$ cat config.mk
export PLATFORM = sky130hd
export DESIGN_NAME = spi_capture_adj
export DESIGN_NICKNAME = d
export VERILOG_FILES = /design/src/rtl/spi_cadj_pkg.sv /design/src/rtl/spi_cadj_tap_line.sv /design/src/rtl/spi_cadj_ctrl.sv /design/src/rtl/spi_capture_adj.sv
export SDC_FILE = /design/constraint.sdc
export NUM_CORES = 1
export LEC_CHECK = 0
export BUFFER_PORTS_ARGS = -buffer_cell sky130_fd_sc_hd__buf_4
export CAP_MARGIN = 20
export CORE_MARGIN = 8
export CORE_UTILIZATION = 46
export DETAILED_ROUTE_END_ITERATION = 8
export MAX_ROUTING_LAYER = met4
export PLACE_DENSITY = 0.68
export SYNTH_ARGS = -nofsm -noshare
export SYNTH_HDL_FRONTEND = slang
export SYNTH_SLANG_ARGS = --single-unit
$ cat constraint.sdc
create_clock -name clk -period 1.02 [get_ports clk]
set_input_delay 0.051 -clock clk [delete_from_list [all_inputs] [get_ports clk]]
set_output_delay 0.051 -clock clk [all_outputs]
set_load 0.005 [all_outputs]
$ cat src/rtl/spi_cadj_pkg.sv
package spi_cadj_pkg;

    localparam int FIELD_W = 2;

    typedef enum logic [1:0] {
        ST_IDLE  = 2'd0,
        ST_BURST = 2'd1,
        ST_DRAIN = 2'd2
    } adj_state_e;

    // packed so that it maps straight onto the configuration word
    typedef struct packed {
        logic [FIELD_W-1:0] cap;
        logic [FIELD_W-1:0] in_d;
        logic [FIELD_W-1:0] out_d;
    } adj_cfg_t;

    localparam int CFG_W = 3 * FIELD_W;

    localparam adj_cfg_t CFG_RESET = '{cap: FIELD_W'(2), in_d: '0, out_d: '0};

endpackage

$ cat src/rtl/spi_cadj_tap_line.sv
module spi_cadj_tap_line #(
    parameter int MAX_DLY = 3,
    parameter int SEL_W   = $clog2(MAX_DLY + 1)
) (
    input  logic             clk,
    input  logic             rst_n,
    input  logic             d,
    input  logic [SEL_W-1:0] sel,
    output logic             q
);

    logic [MAX_DLY:0] taps;

    assign taps[0] = d;

    generate
        for (genvar g = 1; g <= MAX_DLY; g++) begin : g_stage
            always_ff @(posedge clk or negedge rst_n) begin
                if (!rst_n) begin
                    taps[g] <= 1'b0;
                end else begin
                    taps[g] <= taps[g-1];
                end
            end
        end
    endgenerate

    always_comb begin
        q = taps[MAX_DLY];
        for (int i = 0; i <= MAX_DLY; i++) begin
            if (sel == SEL_W'(i)) begin
                q = taps[i];
            end
        end
    end

endmodule

$ cat src/rtl/spi_cadj_ctrl.sv
module spi_cadj_ctrl #(
    parameter int FLUSH_CYC = 5
) (
    input  logic                   clk,
    input  logic                   rst_n,
    input  logic                   burst_active,
    input  spi_cadj_pkg::adj_cfg_t cfg_in,
    output spi_cadj_pkg::adj_cfg_t cfg_act
);
    import spi_cadj_pkg::*;

    localparam int CNT_W = $clog2(FLUSH_CYC + 1);
    localparam logic [CNT_W-1:0] CNT_LAST = CNT_W'(FLUSH_CYC - 1);

    adj_state_e       state, state_nx;
    logic [CNT_W-1:0] drain_cnt;

    // state register
    always_ff @(posedge clk or negedge rst_n) begin
        if (!rst_n) begin
            state <= ST_IDLE;
        end else begin
            state <= state_nx;
        end
    end

    // transitions
    always_comb begin
        state_nx = state;
        unique case (state)
            ST_IDLE:  if (burst_active) state_nx = ST_BURST;
            ST_BURST: if (!burst_active) state_nx = ST_DRAIN;
            ST_DRAIN: begin
                if (burst_active) begin
                    state_nx = ST_BURST;
                end else if (drain_cnt == CNT_LAST) begin
                    state_nx = ST_IDLE;
                end
            end
            default:  state_nx = ST_IDLE;
        endcase
    end

    // outputs: settings latch and flush counter
    always_ff @(posedge clk or negedge rst_n) begin
        if (!rst_n) begin
            cfg_act   <= CFG_RESET;
            drain_cnt <= '0;
        end else begin
            unique case (state)
                ST_IDLE: begin
                    cfg_act   <= cfg_in;
                    drain_cnt <= '0;
                end
                ST_DRAIN: drain_cnt <= drain_cnt + 1'b1;
                default:  drain_cnt <= '0;
            endcase
        end
    end

    assert_frozen_R6: assert property (@(posedge clk) disable iff (!rst_n)
        (state != ST_IDLE) |=> $stable(cfg_act));

    assert_drain_bound_R7: assert property (@(posedge clk) disable iff (!rst_n)
        (state == ST_DRAIN) |-> (drain_cnt < CNT_W'(FLUSH_CYC)));

    assert_idle_follow_R8: assert property (@(posedge clk) disable iff (!rst_n)
        (state == ST_IDLE) |=> (cfg_act == $past(cfg_in)));

endmodule

$ cat src/rtl/spi_capture_adj.sv
module spi_capture_adj #(
    parameter int BASE_DLY = 2
) (
    input  logic       clk,
    input  logic       rst_n,
    input  logic       burst_active,
    input  logic [5:0] cfg_word,
    input  logic       mosi_core,
    input  logic       miso_pin,
    input  logic       sample_core,
    output logic       mosi_pin,
    output logic       miso_core,
    output logic       sample_adj
);
    import spi_cadj_pkg::*;

    localparam int FIELD_MAX = (1 << FIELD_W) - 1;
    localparam int MOSI_MAX  = FIELD_MAX;
    localparam int MISO_MAX  = BASE_DLY + FIELD_MAX;
    localparam int SMP_MAX   = FIELD_MAX;
    localparam int MISO_SW   = $clog2(MISO_MAX + 1);

    adj_cfg_t         cfg_in, cfg_act;
    logic [MISO_SW-1:0] miso_sel;

    assign cfg_in   = adj_cfg_t'(cfg_word);
    assign miso_sel = MISO_SW'(BASE_DLY) + MISO_SW'(cfg_act.in_d);

    spi_cadj_ctrl #(.FLUSH_CYC(MISO_MAX)) u_ctrl (
        .clk          (clk),
        .rst_n        (rst_n),
        .burst_active (burst_active),
        .cfg_in       (cfg_in),
        .cfg_act      (cfg_act)
    );

    spi_cadj_tap_line #(.MAX_DLY(MOSI_MAX), .SEL_W(FIELD_W)) u_mosi (
        .clk (clk), .rst_n (rst_n), .d (mosi_core), .sel (cfg_act.out_d), .q (mosi_pin)
    );

    spi_cadj_tap_line #(.MAX_DLY(MISO_MAX), .SEL_W(MISO_SW)) u_miso (
        .clk (clk), .rst_n (rst_n), .d (miso_pin), .sel (miso_sel), .q (miso_core)
    );

    spi_cadj_tap_line #(.MAX_DLY(SMP_MAX), .SEL_W(FIELD_W)) u_smp (
        .clk (clk), .rst_n (rst_n), .d (sample_core), .sel (cfg_act.cap), .q (sample_adj)
    );

    // cycles since reset, so that $past never reaches into reset
    logic [1:0] age;
    logic       age_ok;
    always_ff @(posedge clk or negedge rst_n) begin
        if (!rst_n) begin
            age <= '0;
        end else if (age != 2'd3) begin
            age <= age + 1'b1;
        end
    end
    assign age_ok = (age == 2'd3);

    assert_mosi_one_R2: assert property (@(posedge clk) disable iff (!rst_n)
        (age_ok && cfg_act.out_d == 2'd1) |-> (mosi_pin == $past(mosi_core)));

    assert_miso_base_R3: assert property (@(posedge clk) disable iff (!rst_n)
        (age_ok && cfg_act.in_d == 2'd0) |-> (miso_core == $past(miso_pin, 2)));

    assert_smp_nominal_R4: assert property (@(posedge clk) disable iff (!rst_n)
        (age_ok && cfg_act.cap == 2'd2) |-> (sample_adj == $past(sample_core, 2)));

endmodule

==> run metrics <==
status finished with violations; violated checks negative setup slack; count of pins over their slew limit 0; Max transition margin 81.8%; die area 3390 µm²; Main synth FF type dfrtp_1; RSZ-0062 raised after global routing true; GRT Util Overall 9.98%; # port buffers 14; vias per cell 4.61; Filler Cell Count 115; initial core utilization 48.1%; clock slew at reported path FFs 0.12 ns; register share of total power 54.4%; final period utilization 138%; H-tree depth 1; largest area contributor in the netlist dfrtp_1; post-synthesis sequential area ratio 67.2%; gr ovfl total 0; global-route wire length before repair 2480 µm; final worst setup slack -0.385 ns; post-route minimum period 1.40 ns; Initial DRT Pass Iterations 2; Hold Path Class in2async; Avg Cell Area, Syn 17.8 µm²; slowest stage cell on the critical path mux4_2; clock share of power 25.3%; clk buf depth 2; # rows 15; r2r setup slk -0.08 ns; maxcap violations 0; crit-path max cell delay 0.52 ns; via count 498; r2r worst-path depth 3; Worst Clk Skew 0.00985 ns; dpl ws -0.117 ns; Leakage 0.000552 µW; Slew @ Worst Pin 0.273 ns; fmax 712 MHz; post-synth top area share 64.0%; CTS tree built; vias in the first global route 528; combinational share of power 20.3%; Final Wtd Congestion 0.664; Pint 1430 µW; drc violations 0; critical path's top delay family multiplexers; initial DRC count 6; final wirelength 1530 µm; Placed Area 987 µm²; CTS Buf Count 3; sw power 398 µW; Synth Instances 46; crit path buf inv count 1; Final Net Count 98; CTS Root Cell clkbuf_4; die height 58.2 µm; Clk Latency, worst-skew pair 0.30 ns; Post-synth EDFFs 0; die width 58.2 µm; CP Launch Point u_ctrl.cfg_act[0]; FF-to-FF Start u_ctrl.state[1]; count of different cell masters after synthesis 13; Post-DRT Antenna Nets 0; Final Cell Area 1180 µm²; CORE AREA 1710 µm²; Post-Syn Area 821 µm²; Yosys reg bits 22; final hold viol count 0; ranking of synthesized cells by area dfrtp_1 64%, mux2_4 11%, mux4_1 9.6%; post-synth net total 60; Critical Path RT 0.97 ns; area occupied by multi-input gates 253 µm²; CP Class reg2out; Worst Setup Start Kind register; Layout area overhead 44.1%; Seq. cell area 552 µm²; pin count of the biggest net entering global routing 23; crit path max fanout 2; sw frac 21.8%; Avg WL per Cell 14.1 µm; pwr/cell area 1540 nW/µm²; Inserted Diodes 0; initial antenna violation count 0; dpl hpwl 966 µm; VDD IR-drop max 0.00110 V; worst path arrival time 1.35 ns; Crit Reg-Reg Endpoint u_ctrl.cfg_act[2]; crit path capture type output pin; cells along the critical path mux4_2 -> buf_6; endpoints failing setup 9; Post-synth ARST share 100%; CTS Sinks 22; Synth Warn # 0; I/O pin cnt 15; layout cells sized above 1 47.0%
==> cell type report <==
type                    count  share of cell area [%]
clock buffers               4                    3.07
inverters                   3                   0.952
multi-input cells          21                    21.4
flip-flops and latches     22                    46.7
well taps                  25                    2.65
repair buffers             33                    25.3
==> placed cells by master, fill, tap and decap left out, types with 3 or more instances in the layout <==
cell type and count:
buf_4 18, inv_1 3, nor2_1 4, dlygate4sd3_1 11, dfrtp_1 21, clkbuf_4 3
mux4_2 3, mux2_4 6, buf_6 3
==> registers in the layout (all words and copies together), names as in the netlist <==
register and count:
u_ctrl.state 2, u_miso.taps 5, u_smp.taps 3, u_ctrl.drain_cnt 3, u_ctrl.cfg_act 6, u_mosi.taps 3
==> stage by stage <==
step | total power (µW) | instances | setup TNS [ns] | util [%] | hold WS, ns
floorplan | 1140 | 46 | -0.262 | - | -0.245
global placement | 1270 | 89 | -0.576 | 57.8 | -0.0514
detailed placement | 1280 | 89 | -0.780 | 57.8 | -0.0490
CTS | 1820 | 105 | -1.76 | 66.8 | 0.152
global route | 1920 | 108 | -1.81 | 69.2 | 0.193
finish | 1830 | 108 | -1.46 | 69.2 | 0.159
==> cell usage after synthesis (2+ instances only) <==
cell type	number
dfrtp_1	21
ha_1	2
inv_1	3
mux2_4	6
mux4_1	3
nor2_1	4
==> timing repair <==
action,CTS,global route
buffers inserted,1,3
gates resized for setup,6,2
hold endpoints to repair,33,0
endpoints found under the setup margin,9,10
pin swaps,0,2
hold buffers,11,0
==> worst max-delay path by stage <==
stage | endpoint | slack (ns) | depth (start not counted)
floorplan | u_ctrl.cfg_act[0] | -0.05 | 2
global placement | u_ctrl.cfg_act[0] | -0.08 | 2
detailed placement | mosi_pin | -0.12 | 2
CTS | mosi_pin | -0.41 | 2
global route | mosi_pin | -0.44 | 2
finish | mosi_pin | -0.38 | 2
==> routing by layer <==
metal  global-route usage, %  vias to the layer above  part of all wire (%)
li1                        -                      234                     -
met5                       -                        -                     0
met3                    1.99                        2                   2.5
met1                    12.6                      251                    46
met4                    5.24                        0                   1.6
met2                    14.8                       11                    50
==> cell families (layout without fill, tap and decap cells) <==
logic type	after synthesis	count (layout)	share of synthesized area (%)
DFF	22	22	67.2
muxes	10	10	21.8
and+or+nand+nor	6	6	3.96
buffers and inverters	3	40	1.37
adders and majority gates	2	2	3.05
AOI/OAI and AO/OA	2	2	1.52
xor gates and xnor gates	1	1	1.07
==> power by group through the flow <==
stage	clock network (µW)	registers, µW	logic [µW]
6_report	463	993	370
5_1_grt	514	1000	399
4_1_cts	479	995	343
3_5_place_dp	0	1010	273
3_3_place_gp	0	1000	267
2_1_floorplan	0	996	139
(Power assumes the default switching activity.)
